<file path="src/rtl/dvm_pkg.sv">
package dvm_pkg;
  localparam int NCH          = 2;
  localparam int CODE_W       = 8;
  localparam int MANT_W       = 16;
  localparam int STEPS_PER_6DB = 12;
  localparam int ADR_GAIN_ALL = 2;
  localparam int ADR_PHASE    = 3;
  localparam int ADR_CTRL     = 4;
  localparam int ADR_ROUTE    = 5;

  typedef enum logic [1:0] {
    SRC_ZERO  = 2'b00,
    SRC_LEFT  = 2'b01,
    SRC_RIGHT = 2'b10,
    SRC_AVG   = 2'b11
  } src_sel_e;

  // packed MSB first: bit0 = zc_en, bit3 = to_dis
  typedef struct packed {
    logic to_dis;
    logic am_en;
    logic r_follows_l;
    logic zc_en;
  } ctl_t;

  // fractional part of a 6 dB group, 0.5 dB per step, unity = 32768
  function automatic logic [MANT_W-1:0] mant_lut(input logic [3:0] f);
    case (f)
      4'd0:    mant_lut = 16'd32768;
      4'd1:    mant_lut = 16'd30935;
      4'd2:    mant_lut = 16'd29205;
      4'd3:    mant_lut = 16'd27571;
      4'd4:    mant_lut = 16'd26029;
      4'd5:    mant_lut = 16'd24573;
      4'd6:    mant_lut = 16'd23198;
      4'd7:    mant_lut = 16'd21900;
      4'd8:    mant_lut = 16'd20675;
      4'd9:    mant_lut = 16'd19519;
      4'd10:   mant_lut = 16'd18427;
      4'd11:   mant_lut = 16'd17396;
      default: mant_lut = 16'd32768;
    endcase
  endfunction
endpackage

</file>
<file path="src/rtl/dvm_cfg_regs.sv">
module dvm_cfg_regs
  import dvm_pkg::*;
#(
  parameter int AW = 3
) (
  input  logic                          clk,
  input  logic                          rst,
  input  logic                          we,
  input  logic [AW-1:0]                 addr,
  input  logic [CODE_W-1:0]             data,
  input  logic                          upd,
  output logic [NCH-1:0][CODE_W-1:0]    hold_code,
  output logic [NCH-1:0][CODE_W-1:0]    tgt_code,
  output logic [NCH-1:0]                phase_inv,
  output ctl_t                          ctl,
  output logic [2*NCH-1:0]              route
);
  logic [NCH-1:0][CODE_W-1:0] hold_nxt;
  logic                       is_gain_adr;
  logic                       commit;

  assign is_gain_adr = (addr < AW'(NCH)) || (addr == AW'(ADR_GAIN_ALL));
  assign commit      = we && upd && is_gain_adr;

  for (genvar c = 0; c < NCH; c++) begin : g_hold
    logic hit;
    assign hit         = we && ((addr == AW'(c)) || (addr == AW'(ADR_GAIN_ALL)));
    assign hold_nxt[c] = hit ? data : hold_code[c];
  end

  always_ff @(posedge clk) begin
    if (rst) begin
      hold_code <= '1;
      tgt_code  <= '1;
    end else begin
      hold_code <= hold_nxt;
      if (commit) tgt_code <= hold_nxt;
    end
  end

  always_ff @(posedge clk) begin
    if (rst) begin
      phase_inv <= '0;
      ctl       <= '0;
      route     <= {SRC_RIGHT, SRC_LEFT};
    end else if (we) begin
      if (addr == AW'(ADR_PHASE)) phase_inv <= data[NCH-1:0];
      if (addr == AW'(ADR_CTRL))  ctl       <= ctl_t'(data[3:0]);
      if (addr == AW'(ADR_ROUTE)) route     <= data[2*NCH-1:0];
    end
  end
endmodule

</file>
<file path="src/rtl/dvm_zc_gain.sv">
module dvm_zc_gain
  import dvm_pkg::*;
#(
  parameter int TIMEOUT = 1024
) (
  input  logic              clk,
  input  logic              rst,
  input  logic              accept,
  input  logic [CODE_W-1:0] tgt,
  input  logic              zc_en,
  input  logic              to_dis,
  input  logic              sign,
  output logic [CODE_W-1:0] live
);
  localparam int CNT_W = $clog2(TIMEOUT);
  localparam logic [CNT_W-1:0] CNT_LAST = CNT_W'(TIMEOUT - 1);

  logic [CNT_W-1:0] cnt;
  logic             prev_sign;
  logic             pending;
  logic             crossed;
  logic             expired;

  assign pending = (tgt != live);
  assign crossed = (sign != prev_sign);
  assign expired = (cnt == CNT_LAST) && !to_dis;

  always_ff @(posedge clk) begin
    if (rst) begin
      live      <= '1;
      cnt       <= '0;
      prev_sign <= 1'b0;
    end else begin
      if (accept) prev_sign <= sign;
      if (!zc_en) begin
        live <= tgt;
        cnt  <= '0;
      end else if (accept) begin
        if (pending && (crossed || expired)) begin
          live <= tgt;
          cnt  <= '0;
        end else if (pending) begin
          if (cnt != CNT_LAST) cnt <= cnt + 1'b1;
        end else begin
          cnt <= '0;
        end
      end
    end
  end
endmodule

</file>
<file path="src/rtl/dvm_chan_path.sv">
module dvm_chan_path
  import dvm_pkg::*;
#(
  parameter int SW = 24
) (
  input  logic signed [SW-1:0] src_l,
  input  logic signed [SW-1:0] src_r,
  input  logic [1:0]           sel,
  input  logic [CODE_W-1:0]    code,
  input  logic                 invert,
  output logic                 src_neg,
  output logic signed [SW-1:0] result
);
  localparam int PW = SW + MANT_W + 1;
  localparam logic signed [SW-1:0] SMAX = {1'b0, {(SW-1){1'b1}}};
  localparam logic signed [SW-1:0] SMIN = {1'b1, {(SW-1){1'b0}}};
  localparam logic signed [PW-1:0] PMAX = {{(PW-SW+1){1'b0}}, {(SW-1){1'b1}}};
  localparam logic signed [PW-1:0] PMIN = {{(PW-SW+1){1'b1}}, {(SW-1){1'b0}}};

  logic signed [SW:0]     sum;
  logic signed [SW-1:0]   avg;
  logic signed [SW-1:0]   mixed;
  logic [CODE_W-1:0]      atten;
  logic [CODE_W-1:0]      group;
  logic [CODE_W-1:0]      frac;
  logic [CODE_W-1:0]      sh;
  logic [MANT_W-1:0]      mant;
  logic signed [PW-1:0]   prod;
  logic signed [PW-1:0]   scaled;
  logic signed [SW-1:0]   gained;

  assign sum = {src_l[SW-1], src_l} + {src_r[SW-1], src_r};
  assign avg = SW'(sum >>> 1);

  always_comb begin
    case (src_sel_e'(sel))
      SRC_LEFT:  mixed = src_l;
      SRC_RIGHT: mixed = src_r;
      SRC_AVG:   mixed = avg;
      default:   mixed = '0;
    endcase
  end

  assign src_neg = mixed[SW-1];

  assign atten  = 8'd255 - code;
  assign group  = atten / 8'(STEPS_PER_6DB);
  assign frac   = atten % 8'(STEPS_PER_6DB);
  assign sh     = 8'(MANT_W - 1) + group;
  assign mant   = mant_lut(4'(frac));
  assign prod   = mixed * $signed({1'b0, mant});
  assign scaled = prod >>> sh;

  always_comb begin
    if (code == '0)           gained = '0;
    else if (scaled > PMAX)   gained = SMAX;
    else if (scaled < PMIN)   gained = SMIN;
    else                      gained = scaled[SW-1:0];

    if (!invert)              result = gained;
    else if (gained == SMIN)  result = SMAX;
    else                      result = -gained;
  end
endmodule

</file>
<file path="src/rtl/dvm_automute.sv">
module dvm_automute #(
  parameter int THRESH = 1024
) (
  input  logic clk,
  input  logic rst,
  input  logic accept,
  input  logic is_zero,
  input  logic en,
  output logic mute_now
);
  localparam int CNT_W = $clog2(THRESH);
  localparam logic [CNT_W-1:0] CNT_LAST = CNT_W'(THRESH - 1);

  logic [CNT_W-1:0] run;

  assign mute_now = en && is_zero && (run == CNT_LAST);

  always_ff @(posedge clk) begin
    if (rst) run <= '0;
    else if (accept) begin
      if (!is_zero)             run <= '0;
      else if (run != CNT_LAST) run <= run + 1'b1;
    end
  end
endmodule

</file>
<file path="src/rtl/dvm_stereo_vol.sv">
module dvm_stereo_vol
  import dvm_pkg::*;
#(
  parameter int SW         = 24,
  parameter int AW         = 3,
  parameter int ZC_TIMEOUT = 1024,
  parameter int AM_THRESH  = 1024
) (
  input  logic          clk,
  input  logic          rst,
  input  logic          cfg_we,
  input  logic [AW-1:0] cfg_addr,
  input  logic [7:0]    cfg_data,
  input  logic          cfg_upd,
  input  logic          in_valid,
  input  logic [SW-1:0] in_left,
  input  logic [SW-1:0] in_right,
  output logic          out_valid,
  output logic [SW-1:0] out_left,
  output logic [SW-1:0] out_right,
  output logic          out_mute
);
  logic [NCH-1:0][CODE_W-1:0] hold_code;
  logic [NCH-1:0][CODE_W-1:0] tgt_code;
  logic [NCH-1:0][CODE_W-1:0] live_code;
  logic [NCH-1:0][CODE_W-1:0] eff_code;
  logic [NCH-1:0]             phase_inv;
  logic [NCH-1:0]             src_neg;
  logic [NCH-1:0][SW-1:0]     chan_out;
  logic [2*NCH-1:0]           route;
  ctl_t                       ctl;
  logic                       mute_now;

  dvm_cfg_regs #(.AW(AW)) u_regs (
    .clk(clk), .rst(rst), .we(cfg_we), .addr(cfg_addr), .data(cfg_data),
    .upd(cfg_upd), .hold_code(hold_code), .tgt_code(tgt_code),
    .phase_inv(phase_inv), .ctl(ctl), .route(route)
  );

  for (genvar c = 0; c < NCH; c++) begin : g_chan
    dvm_zc_gain #(.TIMEOUT(ZC_TIMEOUT)) u_zc (
      .clk(clk), .rst(rst), .accept(in_valid), .tgt(tgt_code[c]),
      .zc_en(ctl.zc_en), .to_dis(ctl.to_dis), .sign(src_neg[c]),
      .live(live_code[c])
    );

    if (c == 1) begin : g_follow
      assign eff_code[c] = ctl.r_follows_l ? live_code[0] : live_code[c];
    end else begin : g_own
      assign eff_code[c] = live_code[c];
    end

    dvm_chan_path #(.SW(SW)) u_path (
      .src_l(in_left), .src_r(in_right), .sel(route[2*c+1:2*c]),
      .code(eff_code[c]), .invert(phase_inv[c]),
      .src_neg(src_neg[c]), .result(chan_out[c])
    );
  end

  dvm_automute #(.THRESH(AM_THRESH)) u_am (
    .clk(clk), .rst(rst), .accept(in_valid),
    .is_zero((in_left == '0) && (in_right == '0)),
    .en(ctl.am_en), .mute_now(mute_now)
  );

  always_ff @(posedge clk) begin
    if (rst) begin
      out_valid <= 1'b0;
      out_left  <= '0;
      out_right <= '0;
      out_mute  <= 1'b0;
    end else begin
      out_valid <= in_valid;
      if (in_valid) begin
        out_left  <= mute_now ? '0 : chan_out[0];
        out_right <= mute_now ? '0 : chan_out[1];
        out_mute  <= mute_now;
      end
    end
  end
endmodule

</file>
<file path="config.mk">
export PLATFORM = sky130hd
export DESIGN_NAME = dvm_stereo_vol
export DESIGN_NICKNAME = d
export VERILOG_FILES = /design/src/rtl/dvm_pkg.sv /design/src/rtl/dvm_cfg_regs.sv /design/src/rtl/dvm_zc_gain.sv /design/src/rtl/dvm_chan_path.sv /design/src/rtl/dvm_automute.sv /design/src/rtl/dvm_stereo_vol.sv
export SDC_FILE = /design/constraint.sdc
export NUM_CORES = 2
export LEC_CHECK = 0
export BUFFER_PORTS_ARGS = -buffer_cell sky130_fd_sc_hd__buf_2
export CAP_MARGIN = 10
export CELL_PAD_IN_SITES_DETAIL_PLACEMENT = 1
export CELL_PAD_IN_SITES_GLOBAL_PLACEMENT = 1
export CORE_UTILIZATION = 54
export DETAILED_ROUTE_END_ITERATION = 8
export GPL_TIMING_DRIVEN = 0
export PLACE_DENSITY_LB_ADDON = 0.1
export SLEW_MARGIN = 10
export SYNTH_ARGS = -nofsm -noshare
export SYNTH_HDL_FRONTEND = slang
export SYNTH_SLANG_ARGS = --single-unit
</file>
<file path="constraint.sdc">
create_clock -name clk -period 43.1 [get_ports clk]
set_clock_uncertainty 0.2 [all_clocks]
set_input_delay 2.155 -clock clk [delete_from_list [all_inputs] [get_ports clk]]
set_output_delay 2.155 -clock clk [all_outputs]
set_load 0.05 [all_outputs]
</file>
==> metrics.md <==
| Metric | Value |
|---|---|
| Outcome | finished, final reports clean |
| Pin count of the biggest net entering global routing | 17 |
| Min Tclk post-route | just over 20 ns |
| Initial antenna violation count | 2 |
| Crit-path slowest cell | o21ai_1 |
| Slew @ Worst Pin | 1.36 ns |
| Synth Warn # | 0 |
| Max_cap viols | 0 |
| Synth cell types | 110 |
| Initial DRT Pass Iterations | 8 |
| CP dominant cell by count | buf_2 |
| I/O Buffers | around 110 |
| Syn Nets | approximately 7200 |
| Sum Neg Setup Slack | 0 ns |
| Worst path required time | 43.24 ns |
| Main flop type after synthesis | dfxtp_1 |
| Arr. time, crit path | a little over 20 ns |
| CP endpoint kind | flip-flop |
| Post-CTS resize count | 0 |
| Num Clock Sinks | 140 |
| Share of cells above drive strength 1 | about 5.7% |
| Yosys reg bits | 140 |
| IO Pins | 114 |
| Clock Root Buffer | clkbuf_16 |
| Total core area | around 0.087 mm² |
| Mean Syn Cell Area | about 7.8 µm² |
| F_max | between 0.04 and 0.05 GHz |
| Critical path startpoint category | flip-flop |
| Area Overhead vs Synth | 5.72% |
| CP Class | flip-flop to flip-flop |
| Post-synth EDFFs | 0 |
| Post-CTS setup buffer count | 0 |
| Fin nets | roughly 7400 |
| Final wirelength | between 200000 and 250000 µm |
| TritonCTS buffer count | 17 |
| Relative slew slack | under 10% |
| Final worst path period share | 46.9% |
| Die X | ~300 µm |
| Fin. max-slew vios | 0 |
| Ys async rst share | 0% |
| Sequential share of the synthesized area | a little under 6% |
| Most common cell after layout, fill and taps aside | inv_1 |
| GRT Overall Usage | between 40% and 50% |
| CTS tree | built |
| Critical path's largest stage delay | approximately 1.1 ns |
| RSZ-0062 raised after global routing | no |
| Final setup vio count | 0 |
| Final design utilization | between 50% and 60% |
| Clock latency on the worst-skew pair | 0.45 ns |
| Final GP Congestion | 1.01 |
| Cts hold-fix bufs | 0 |
| Starting Density | 54.8% |
| CP Max Fanout | 10 |
| Cell count after synthesis | between 6000 and 7000 |
| Hold crit path type | flip-flop to flip-flop |
| Die Area | about 0.09 mm² |
| Wire length per cell | between 20 and 30 µm |
| HPWL Detailed | between 150000 and 200000 µm |
| # DRC | 0 |
| Clock slew at reported path FFs | about 0.070 ns |
| First-pass GRT wire length | about 320000 µm |
| Mean number of vias per cell | around 6.7 |
| Antenna viol nets, final | 0 |
| Total grt overflow | 0 |
| Max clock buf depth | 2 |
| Die Ht | 299 µm |
| Final hold vios | 0 |
| H-tree levels | 4 |
| Row cnt | roughly 110 |
| Syn Std Cell Area | 0.0478 mm² |
| Total number of vias | around 50000 |
| Vias in the first global route | 54600 |
| Most frequent cells in the layout | inv_1, nand2_1, fa_1 |
| Initial DRC count | slightly above 5000 |
==> worst paths after layout <==
| check | start | end | slack [ns] | depth (start not counted) |
|---|---|---|---|---|
| hold / removal | out_left[10] | out_left[10] | 0.25 | 2 |
| hold reg to reg | out_left[10] | out_left[10] | 0.25 | 2 |
| setup reg to reg | g_chan[0].u_zc.live[3] | out_right[7] | 22.90 | 61 |
| setup / recovery | g_chan[0].u_zc.live[3] | out_right[7] | 22.90 | 61 |
==> stage by stage <==
step | setup slack, ns | hold slack [ns] | area (µm²) | cells
2_1_floorplan | 27.89 | 0.231 | 47800 | 6151
3_3_place_gp | 23.68 | 0.222 | 49800 | 7418
3_5_place_dp | 23.50 | 0.238 | 49900 | 7431
4_1_cts | 23.38 | 0.249 | 50500 | 7463
5_1_grt | 22.37 | 0.282 | 50500 | 7465
6_report | 22.90 | 0.250 | 50500 | 7466
==> flip-flops by register name, indices dropped and copies added (netlist names) <==
name,flops
out_left,24
u_am.run,10
out_mute,1
u_regs.ctl,4
u_regs.hold_code,16
g_chan.u_zc.cnt,20
out_right,24
u_regs.tgt_code,16
u_regs.route,4
u_regs.phase_inv,2
g_chan.u_zc.live,16
g_chan.u_zc.prev_sign,2
out_valid,1
==> worst max-delay path, delay by kind of cell, from the launching register on <==
kind	cells	cell delay, ns
mux	2	0.95
simple gates	12	2.32
buf+inv	20	5.18
fa+ha+maj	9	4.20
compound gates	18	6.83
flops	1	0.32
==> cells by family after synthesis <==
logic type                 Yosys count  synth area share (%)
and+or+nand+nor                   2121                  19.9
buffers and inverters             1284                  10.3
AOI/OAI and AO/OA                 1259                  18.3
adders and majority gates         1004                  38.2
muxes                              196                  4.78
xor gates and xnor gates           147                  2.70
DFF                                140                  5.87
==> layout make-up <==
type                    count  area [µm²]
multi-input cells        4727       40100
plain buffers             329        1350
flip-flops and latches    140        2800
clock inverters            13         158
fillers                 11100       36700
clock buffers              19         433
inverters                 955        3580
well taps                1155        1450
diodes                      1        2.50
repair buffers            127         669
==> routing by layer <==
layer  share of wire [%]  global-route usage [%]  wire length, µm
met4                 8.7                    34.2            18200
met1                  36                    54.3            74900
met5              0.0067                       0               14
met2                  46                    76.5            96800
met3                 9.0                    9.26            18800
==> cell usage after synthesis, types with 31 or more instances <==
cell	count	area share [%]
and3_1	41	0.54
and2_1	78	1.0
o31ai_1	33	0.52
clkbuf_1	263	2.1
ha_1	248	6.5
o21ai_0	184	1.9
mux2_2	49	1.2
o211ai_1	63	0.99
or3_1	31	0.41
mux2i_1	123	2.6
a21o_1	53	0.83
nor2_1	643	5.1
o22ai_1	33	0.43
a31oi_1	50	0.65
inv_1	951	7.5
nand2b_1	71	0.93
nor4_1	40	0.52
o21ai_1	37	0.39
nand4_1	46	0.60
a211oi_1	75	1.2
fa_1	755	32
o21a_1	49	0.77
a211o_1	51	0.94
nor3_1	90	0.94
xnor2_1	97	1.8
a21oi_1	277	2.9
xor2_1	50	0.92
nand2_1	832	6.5
nand3_1	118	1.2
nor2b_1	38	0.50
dfxtp_1	140	5.9
Power is not shown: default switching activity piles up to over one toggle a cycle in this logic, so the estimate is an artifact.
